--- src/rtl/lbs_pkg.sv ---
package lbs_pkg;

    localparam int DATA_W = 32;
    localparam int CMD_W  = 5;
    localparam int IDX_W  = 2;
    localparam int NUM_WORDS = 1 << IDX_W;
    localparam int CMD_LSB = DATA_W - CMD_W;

    typedef enum logic {
        ST_IDLE = 1'b0,
        ST_XFER = 1'b1
    } lbs_state_e;

    typedef enum logic [CMD_W-1:0] {
        CMD_NONE  = 5'b00000,
        CMD_RUN   = 5'b00001,
        CMD_HALT  = 5'b00010,
        CMD_FLUSH = 5'b00100
    } lbs_cmd_e;

    typedef struct packed {
        logic             wr;
        logic             fifo_win;
        logic [IDX_W-1:0] idx;
    } lbs_cycle_t;

    function automatic lbs_cycle_t make_cycle(input logic w, input logic is_fifo,
                                              input logic [IDX_W-1:0] word);
        lbs_cycle_t c;
        c.wr       = w;
        c.fifo_win = is_fifo;
        c.idx      = word;
        return c;
    endfunction

    function automatic logic [DATA_W-1:0] status_word(input logic db, input logic mb,
                                                     input logic run, input logic empty);
        logic [DATA_W-1:0] s;
        s = '0;
        s[DATA_W-1]  = db | mb;
        s[CMD_LSB+1] = mb;
        s[CMD_LSB]   = db;
        s[1]         = run;
        s[0]         = empty;
        return s;
    endfunction

endpackage

--- src/rtl/lbs_cycle_fsm.sv ---
module lbs_cycle_fsm
    import lbs_pkg::*;
#(
    parameter int PAGE_MSB  = 15,
    parameter int PAGE_LSB  = 12,
    parameter int FIFO_PAGE = 1
) (
    input  logic              clk,
    input  logic              rst,
    input  logic              as_n,
    input  logic              bl_n,
    input  logic              wr,
    input  logic [DATA_W-1:0] addr,
    input  logic              fifo_empty,
    output lbs_cycle_t        cyc,
    output logic              xfer,
    output logic              beat,
    output logic              rdy_n,
    output logic              ld_oe
);
    localparam int PAGE_W = PAGE_MSB - PAGE_LSB + 1;

    lbs_state_e state;
    logic       hit_fifo;

    assign hit_fifo = (addr[PAGE_MSB:PAGE_LSB] == PAGE_W'(FIFO_PAGE));

    always_ff @(posedge clk) begin
        if (rst) begin
            state <= ST_IDLE;
            cyc   <= '0;
        end else begin
            case (state)
                ST_IDLE: if (!as_n) begin
                    state <= ST_XFER;
                    cyc   <= make_cycle(wr, hit_fifo, addr[IDX_W+1:2]);
                end
                ST_XFER: if (beat && !bl_n) state <= ST_IDLE;
                default: state <= ST_IDLE;
            endcase
        end
    end

    always_comb begin
        xfer  = (state == ST_XFER);
        beat  = xfer && (cyc.wr || !cyc.fifo_win || !fifo_empty);
        rdy_n = !beat;
        ld_oe = xfer && !cyc.wr;
    end

    assert_strobe_starts_R1: assert property (@(posedge clk) disable iff (rst)
        (state == ST_IDLE && !as_n) |=> (state == ST_XFER));
    assert_last_ends_R5: assert property (@(posedge clk) disable iff (rst)
        (beat && !bl_n) |=> (state == ST_IDLE && !ld_oe && rdy_n));
    assert_cycle_held_R7: assert property (@(posedge clk) disable iff (rst)
        (xfer && $past(xfer)) |-> $stable(cyc));

endmodule

--- src/rtl/lbs_fifo_port.sv ---
module lbs_fifo_port
    import lbs_pkg::*;
(
    input  logic              clk,
    input  logic              rst,
    input  lbs_cycle_t        cyc,
    input  logic              beat,
    input  logic              fifo_empty,
    input  logic [DATA_W-1:0] fifo_data,
    output logic              fifo_rd,
    output logic [DATA_W-1:0] rd_word
);
    assign fifo_rd = beat && cyc.fifo_win && !cyc.wr;
    assign rd_word = fifo_data;

    assert_no_pop_empty_R4: assert property (@(posedge clk) disable iff (rst)
        fifo_empty |-> !fifo_rd);
    assert_write_discard_R6: assert property (@(posedge clk) disable iff (rst)
        (beat && cyc.wr) |-> !fifo_rd);

endmodule

--- src/rtl/lbs_reg_bank.sv ---
module lbs_reg_bank
    import lbs_pkg::*;
(
    input  logic              clk,
    input  logic              rst,
    input  lbs_cycle_t        cyc,
    input  logic              beat,
    input  logic [DATA_W-1:0] wdata,
    input  logic              fifo_empty,
    input  logic              db_req,
    input  logic              mb_req,
    output logic [DATA_W-1:0] rdata,
    output logic [DATA_W-1:0] cfg_word,
    output logic              acq_run,
    output logic              fifo_flush
);
    logic [DATA_W-1:0] words [NUM_WORDS];
    logic              wr_hit, rd_stat, db_pend, mb_pend;
    lbs_cmd_e          cmd;

    assign wr_hit  = beat && cyc.wr && !cyc.fifo_win;
    assign rd_stat = beat && !cyc.wr && !cyc.fifo_win && (cyc.idx == '0);
    assign cmd     = lbs_cmd_e'(wdata[DATA_W-1:CMD_LSB]);

    assign words[0] = status_word(db_pend, mb_pend, acq_run, fifo_empty);

    for (genvar g = 1; g < NUM_WORDS; g++) begin : g_word
        always_ff @(posedge clk) begin
            if (rst) words[g] <= '0;
            else if (wr_hit && cyc.idx == IDX_W'(g)) words[g] <= wdata;
        end
    end

    always_ff @(posedge clk) begin
        if (rst) begin
            acq_run    <= 1'b0;
            fifo_flush <= 1'b0;
            db_pend    <= 1'b0;
            mb_pend    <= 1'b0;
        end else begin
            fifo_flush <= 1'b0;
            if (wr_hit && cyc.idx == '0) begin
                case (cmd)
                    CMD_RUN:   acq_run    <= 1'b1;
                    CMD_HALT:  acq_run    <= 1'b0;
                    CMD_FLUSH: fifo_flush <= 1'b1;
                    default:   ;
                endcase
            end
            db_pend <= db_req | (db_pend & !rd_stat);
            mb_pend <= mb_req | (mb_pend & !rd_stat);
        end
    end

    assign rdata    = words[cyc.idx];
    assign cfg_word = words[1];

    assert_db_latch_R10: assert property (@(posedge clk) disable iff (rst)
        db_req |=> db_pend);
    assert_run_cmd_R9: assert property (@(posedge clk) disable iff (rst)
        (wr_hit && cyc.idx == '0 && cmd == CMD_RUN) |=> acq_run);
    assert_fifo_win_untouched_R6: assert property (@(posedge clk) disable iff (rst)
        (beat && cyc.fifo_win) |=> $stable(cfg_word));

endmodule

--- src/rtl/lbus_burst_slave.sv ---
module lbus_burst_slave
    import lbs_pkg::*;
#(
    parameter int PAGE_MSB  = 15,
    parameter int PAGE_LSB  = 12,
    parameter int FIFO_PAGE = 1
) (
    input  logic        clk,
    input  logic        rst,
    input  logic        as_n,
    input  logic        bl_n,
    input  logic        wr,
    input  logic [31:0] ld_in,
    output logic [31:0] ld_o,
    output logic        ld_oe,
    output logic        rdy_n,
    input  logic [31:0] fifo_data,
    input  logic        fifo_empty,
    output logic        fifo_rd,
    input  logic        db_req,
    input  logic        mb_req,
    output logic        acq_run,
    output logic        fifo_flush,
    output logic [31:0] cfg_word
);
    lbs_cycle_t        cyc;
    logic              xfer, beat;
    logic [DATA_W-1:0] fifo_word, reg_word;

    lbs_cycle_fsm #(
        .PAGE_MSB(PAGE_MSB), .PAGE_LSB(PAGE_LSB), .FIFO_PAGE(FIFO_PAGE)
    ) u_fsm (
        .clk(clk), .rst(rst), .as_n(as_n), .bl_n(bl_n), .wr(wr), .addr(ld_in),
        .fifo_empty(fifo_empty), .cyc(cyc), .xfer(xfer), .beat(beat),
        .rdy_n(rdy_n), .ld_oe(ld_oe)
    );

    lbs_fifo_port u_fifo (
        .clk(clk), .rst(rst), .cyc(cyc), .beat(beat), .fifo_empty(fifo_empty),
        .fifo_data(fifo_data), .fifo_rd(fifo_rd), .rd_word(fifo_word)
    );

    lbs_reg_bank u_regs (
        .clk(clk), .rst(rst), .cyc(cyc), .beat(beat), .wdata(ld_in),
        .fifo_empty(fifo_empty), .db_req(db_req), .mb_req(mb_req),
        .rdata(reg_word), .cfg_word(cfg_word), .acq_run(acq_run),
        .fifo_flush(fifo_flush)
    );

    assign ld_o = cyc.fifo_win ? fifo_word : reg_word;

    assert_oe_only_in_xfer_R5: assert property (@(posedge clk) disable iff (rst)
        ld_oe |-> xfer);

endmodule

--- config.mk ---
export PLATFORM = sky130hd
export DESIGN_NAME = lbus_burst_slave
export DESIGN_NICKNAME = d
export VERILOG_FILES = /design/src/rtl/lbs_pkg.sv /design/src/rtl/lbs_cycle_fsm.sv /design/src/rtl/lbs_fifo_port.sv /design/src/rtl/lbs_reg_bank.sv /design/src/rtl/lbus_burst_slave.sv
export SDC_FILE = /design/constraint.sdc
export NUM_CORES = 1
export LEC_CHECK = 0
export BUFFER_PORTS_ARGS = -buffer_cell sky130_fd_sc_hd__buf_2
export CAP_MARGIN = 30
export CORE_MARGIN = 5
export CORE_UTILIZATION = 30
export CTS_CLUSTER_DIAMETER = 40
export DETAILED_ROUTE_END_ITERATION = 16
export GPL_TIMING_DRIVEN = 1
export PLACE_DENSITY = 0.48
export SYNTH_ARGS = -nofsm -noshare
export SYNTH_HDL_FRONTEND = slang
export SYNTH_SLANG_ARGS = --single-unit
--- constraint.sdc ---
create_clock -name clk -period 2.5 [get_ports clk]
set_clock_uncertainty 0.2 [all_clocks]
set_input_delay 0.5 -clock clk [delete_from_list [all_inputs] [get_ports clk]]
set_output_delay 0.5 -clock clk [all_outputs]
set_load 0.05 [all_outputs]
==> flow_summary.toml, run 1 <==
[synth]
ys_top_cells_by_area = "dfxtp_1 (39%), mux2i_1 (17%), nand2_1 (7.0%), a21oi_1 (6.1%), buf_4 (5.7%)"
synth_top_area_cell = "dfxtp_1"
synthesis.area_mm2 = 0.00541
ys_types = 36
synth_seq_cells = 105
synth_top_area_frac = 0.389
ys_seq_area_frac = 0.389
postSynthAreaPerCell_um2 = 8.82
syn-num-nets = 685
netlist_instances = 613
yosysWarningCount = 0

[floorplanning]
core_area_mm2 = 0.0178
die_area_mm2 = 0.0208
initial_core_util = 0.303
die_w_um = 144
io_pins = 141
die_height_um = 144
std_cell_rows = 49

[grt]
grt_pass1_vias = 4838
grt_overflow = 0
grt_use_total = 0.159
grt_max_degree = 52
grt_antenna_before_repair = 0
grt_pass1_wl_um = 25900

[critical_path]
cp.arrival_ns = 1.81
cp_num_buf_inv = 1
crit_slowest_cell = "mux4_2"
slowest_delay_ns = 0.46
cp_top_family = "multiplexers"
cp-end-kind = "primary output"
worstPathRequired_ns = 1.80
start_kind = "flip-flop"
r2r.worst_path.cells = 5
crit_fanout = 2
r2r_end = "u_regs.words[62]$_SDFFE_PP0P_"
crit_chain = "or2_1, mux4_2, mux2_4, buf_8"
worst-setup-path-type = "flip-flop to primary output"
r2r_start = "u_fsm.cyc[0]$_SDFFE_PP0P_"
r2r_setup_slack_ns = 0.46

[clocking]
cts_tree = "done"
cts_inserted_buffers = 9
htreeDepth = 3
clkTransAtPathRegs_ns = 0.07
clock_latency_ns = 0.35
clock_path_buffers = 2
cts_hold_buf = 0
root_buffer = "clkbuf_16"
clock-sinks = 105

[finish]
fin_util = 0.386
final_nets = 772
nFillCells = 1809
layout-drive-gt1-share = 0.332
synthToLayoutAreaGrowth_pct = 27.5
postLayoutCellArea_mm2 = 0.00689
insertedDiodeCount = 0

[detailed_routing]
drc = 0
routed_wl_um = 16300
vias = 4731
drt_iter0_drc = 280
wl_per_cell_um = 17.5
antenna_left = 0
vias_per_cell = 5.07
drtPass1Iterations = 4

[sta]
whs_ns = 0.187
worst_slew_pin_slew_ns = 0.692
hold_viol = 0
slew_violations = 0
setup_viol_count_final = 1
period_share = 1.01
fin_crit_ns = 2.51
setup_ws_ns = -0.0126
max_freq_mhz = 398
timing.slew.headroom = 0.538
grt_setup_unrepaired = "yes"

[power_and_ir_drop]
p_per_area_mw_per_mm2 = 562
p_total_mw = 3.87
p_leak_nw = 2.98
vdd_ir_drop_max_mv = 0.353

[placement]
pre_cts_ws_ns = 0.238
placed_cell_area_mm2 = 0.00611
io_buffer_count = 140
gp_congestion = 0.771
dpl.hpwl_um = 10400

[min_path]
worst_hold_startpoint = "ld_in[27]"
hold_end = "u_regs.fifo_flush$_SDFF_PP0_"
hold_path.class = "primary input to flip-flop"
hold_depth = 2

[job]
maxCapViolations = 0

[run_status]
status = "finished, violations left"
violations = "negative setup slack"
-- worst reg2reg max path: stages (launching register included) --
cell       delay, ns
dfxtp_4         0.36
buf_4           0.14
bufbuf_16       0.28
nand2b_2        0.51
o21ai_0         0.33
a21oi_1         0.09
-- how the worst max path moves through the flow --
| stage | from | endpoint | slack, ns | cells after the start |
|---|---|---|---|---|
| 2_1_floorplan | u_fsm.cyc[2]$_SDFFE_PP0P_ | fifo_rd | 0.32 | 3 |
| 3_3_place_gp | u_fsm.cyc[0]$_SDFFE_PP0P_ | ld_o[0] | 0.28 | 4 |
| 3_5_place_dp | u_fsm.cyc[0]$_SDFFE_PP0P_ | ld_o[9] | 0.24 | 5 |
| 4_1_cts | u_regs.db_pend$_SDFF_PP0_ | ld_o[31] | -0.03 | 4 |
| 5_1_grt | u_fsm.cyc[0]$_SDFFE_PP0P_ | ld_o[0] | -0.06 | 5 |
| 6_report | u_regs.db_pend$_SDFF_PP0_ | ld_o[31] | -0.01 | 4 |
-- synth_stat cells --
cell type,count
nand3_4,1
a21o_1,27
nand3_1,32
buf_1,1
nor2_1,1
mux2i_1,91
a211oi_1,27
and3b_1,2
a21boi_0,1
nor4b_1,1
nor2b_1,1
or2_1,1
a21boi_1,1
mux2_2,5
nor4_1,1
and4b_1,1
o31a_1,1
o21ai_1,11
nand2b_1,3
o21ai_0,26
buf_6,7
nor3b_1,2
buf_4,41
dfxtp_1,105
mux4_2,5
nand3b_1,1
nor4bb_1,1
a21oi_1,66
clkbuf_1,25
clkbuf_2,1
nand2_1,101
buf_2,14
inv_2,1
nor4_2,1
inv_1,5
o41ai_1,2
-- state kept, by name, indices dropped and copies added (netlist names) --
name,flops
u_regs.words,64
u_fsm.cyc,4
u_regs.cfg_word,32
u_regs.mb_pend,1
u_fsm.xfer,1
u_regs.acq_run,1
u_regs.fifo_flush,1
u_regs.db_pend,1
-- power by group --
part           switching (mW)  internal [mW]
combinational           0.383          0.238
clock                   0.639          0.920
sequential             0.0133           1.68
-- kinds of logic after synthesis --
group                  synth area share
buffers and inverters             0.108
AND/OR/NAND/NOR                   0.126
multiplexers                      0.200
flip-flops                        0.389
AO/OA/AOI/OAI                     0.178
-- area by class of cell --
type / count / area, µm² / share of cell area
clock inverters: 3 / 43.8 / 0.00636
multi-input cells: 413 / 2910 / 0.422
inverters: 6 / 22.5 / 0.00327
well taps: 229 / 287 / 0.0416
clock buffers: 13 / 292 / 0.0423
flip-flops and latches: 105 / 2110 / 0.307
repair buffers: 165 / 1220 / 0.177
-- cells in the final DEF (no fill, tap or decap), drive strengths merged --
master and instances:
clkinv 2, o31a 1, nand3b 1, and3b 2
or2 1, o41ai 2, mux2 5, o21ai 37
a21boi 2, nand2 101, nor4bb 1, clkbuf 17
bufinv 1, buf 159, and4b 1, nand3 33
dfxtp 105, nor2b 1, mux4 5, inv 6
nor3b 2, a21oi 66, mux2i 91, nor4b 1
nand2b 3, bufbuf 2, nor4 2, nor2 1
a21o 27, a211oi 27
-- per-layer routing --
layer / track usage / up-vias / share of wire
met5: 0 / - / 0
met4: 0.0481 / 0 / 0.012
met3: 0.0294 / 12 / 0.065
met2: 0.258 / 140 / 0.46
met1: 0.214 / 2274 / 0.46
li1: - / 2305 / -
-- metrics by stage --
stage / cells / setup TNS [ns]
after global routing: 934 / -0.326
after CTS: 935 / -0.0295
after detailed placement: 909 / 0
after global placement: 909 / 0
after floorplan: 613 / 0
final: 934 / -0.0126
-- repair_timing --
item                                    CTS  global route
endpoints found under the setup margin   32            30
resized for setup                        43            53
pin swaps                                 1             3
setup buffers                             7             0
cloned                                    3             0
No activity file was read; power rests on OpenSTA's default activity.
==> inputs of run 2 (changes only) <==
==> constraint.sdc (replaced) <==
create_clock -name clk -period 2.65 [get_ports clk]
set_clock_uncertainty 0.2 [all_clocks]
set_input_delay 0.53 -clock clk [delete_from_list [all_inputs] [get_ports clk]]
set_output_delay 0.53 -clock clk [all_outputs]
set_load 0.05 [all_outputs]
==> run 2 against run 1 <==
Effect of this change: the run now ends clean; critical path depth unchanged; sequential share of layout area up 2.2 points; sequential cell count unchanged; setup slack improved by 0.057 ns; non-clock buffer count stayed put; routed wire length decreased by 3.0%; clock-buffer cell count fell by 4; combinational power decreased by 18%; cell count stayed put; clock power shrank 17%; power down 12%; largest power group unchanged.
==> flow_summary.toml, run 2 (synthesis results as in run 1) <==
[sta]
hold_viol = 0
worst_slew_pin_slew_ns = 0.870
setup_viol_count_final = 0
max_freq_mhz = 384
timing.slew.headroom = 0.419
period_share = 0.983
slew_violations = 0
fin_crit_ns = 2.61

[grt]
grt_overflow = 0
grt_pass1_vias = 4625
grt_antenna_before_repair = 1
grt_pass1_wl_um = 24500
grt_max_degree = 46
grt_use_total = 0.150

[detailed_routing]
vias_per_cell = 4.99
vias = 4665
drt_iter0_drc = 269
routed_wl_um = 15800
drtPass1Iterations = 4
drc = 0
wl_per_cell_um = 17.0
antenna_left = 0

[placement]
gp_congestion = 0.806
dpl.hpwl_um = 10600
io_buffer_count = 140
dp_cells = 912

[finish]
layout-drive-gt1-share = 0.289
largest_register_ffs = 64
nFillCells = 1832
layout.cells.non_filler = 934
top_register = "u_regs.words"
mostFrequentLayoutCells = "buf_2 (135), dfxtp_1 (102), nand2_1 (101), mux2i_1 (91), a21oi_1 (66)"
multi_input_area_mm2 = 0.00275
seqCellArea_mm2 = 0.00211
final_nets = 772
insertedDiodeCount = 0
synthToLayoutAreaGrowth_pct = 18.8
final_common_cell = "buf_2"

[clocking]
clock_path_buffers = 2
clock-sinks = 105
clock_latency_ns = 0.35
cts_tree = "done"
htreeDepth = 3
cts_hold_buf = 0
clkTransAtPathRegs_ns = 0.08
root_buffer = "clkbuf_16"
cts_inserted_buffers = 9

[run_status]
status = "completed"

[floorplanning]
die_area_mm2 = 0.0208
core_area_mm2 = 0.0178
die_height_um = 144
initial_core_util = 0.303
die_w_um = 144
std_cell_rows = 49
io_pins = 141

[critical_path]
start_kind = "flip-flop"
cp.arrival_ns = 1.88
cp-end-kind = "primary output"
worstPathRequired_ns = 1.92
worst-setup-path-type = "flip-flop to primary output"
crit_fanout = 5

[power_and_ir_drop]
vdd_ir_drop_max_mv = 0.309
p_per_area_mw_per_mm2 = 529
p_total_mw = 3.40
p_leak_nw = 2.85

[min_path]
hold_path.class = "primary input to flip-flop"

[job]
maxCapViolations = 0
==> run 2: final cells by class <==
class	count	share of cell area
Multi-Input combinational cell	413	0.429
Sequential cell	105	0.328
Timing Repair Buffer	165	0.151
Tap cell	229	0.0446
Clock buffer	9	0.0351
Clock inverter	7	0.00838
Inverter	6	0.00351
==> run 2: power by group <==
group / leakage, nW / internal, mW / switching [mW]
clock network: 0.137 / 0.648 / 0.643
registers: 0.848 / 1.59 / 0.0117
logic: 1.87 / 0.167 / 0.342
total: 2.85 / 2.40 / 0.996
==> run 2: critical path: stages, from the launching register on <==
cell and delay, ns:
dfxtp_4 0.37, buf_4 0.17, mux4_2 0.51, mux2_2 0.27, buf_2 0.21
==> run 2: timing repair <==
action	4_1_cts	5_1_grt
buffers inserted	2	4
pin swaps	0	0
resized for setup	4	8
setup endpoints to repair	27	26
==> run 2: worst paths after layout <==
path | start | end | slack (ns) | cells past startpoint
worst max-delay path | u_fsm.cyc[0]$_SDFFE_PP0P_ | ld_o[27] | 0.04 | 4
worst min-delay path | db_req | u_regs.db_pend$_SDFF_PP0_ | 0.22 | 3
worst max register to register | u_fsm.cyc[2]$_SDFFE_PP0P_ | u_regs.words[25]$_SDFFE_PP0P_ | 0.45 | 5
worst min register to register | u_regs.words[22]$_SDFFE_PP0P_ | u_regs.words[22]$_SDFFE_PP0P_ | 0.26 | 2
==> run 2: per-stage QoR <==
step | setup WS, ns | hold WS (ns) | utilization | setup TNS, ns | area [µm²]
6_report | 0.0443 | 0.219 | 0.360 | 0 | 6420
5_1_grt | -0.0127 | 0.213 | 0.360 | -0.0262 | 6420
4_1_cts | 0.0107 | 0.206 | 0.357 | 0 | 6360
3_5_place_dp | 0.182 | 0.252 | 0.339 | 0 | 6050
3_3_place_gp | 0.218 | 0.243 | 0.339 | 0 | 6050
2_1_floorplan | 0.439 | 0.235 | - | 0 | 5410
==> run 2: per-layer routing <==
| metal | share of wire | global-route usage | up-vias |
|---|---|---|---|
| met3 | 0.059 | 0.0271 | 17 |
| met4 | 0.013 | 0.0471 | 2 |
| met5 | 0.00044 | 0 | - |
| met2 | 0.46 | 0.242 | 129 |
| li1 | - | - | 2305 |
| met1 | 0.47 | 0.204 | 2212 |
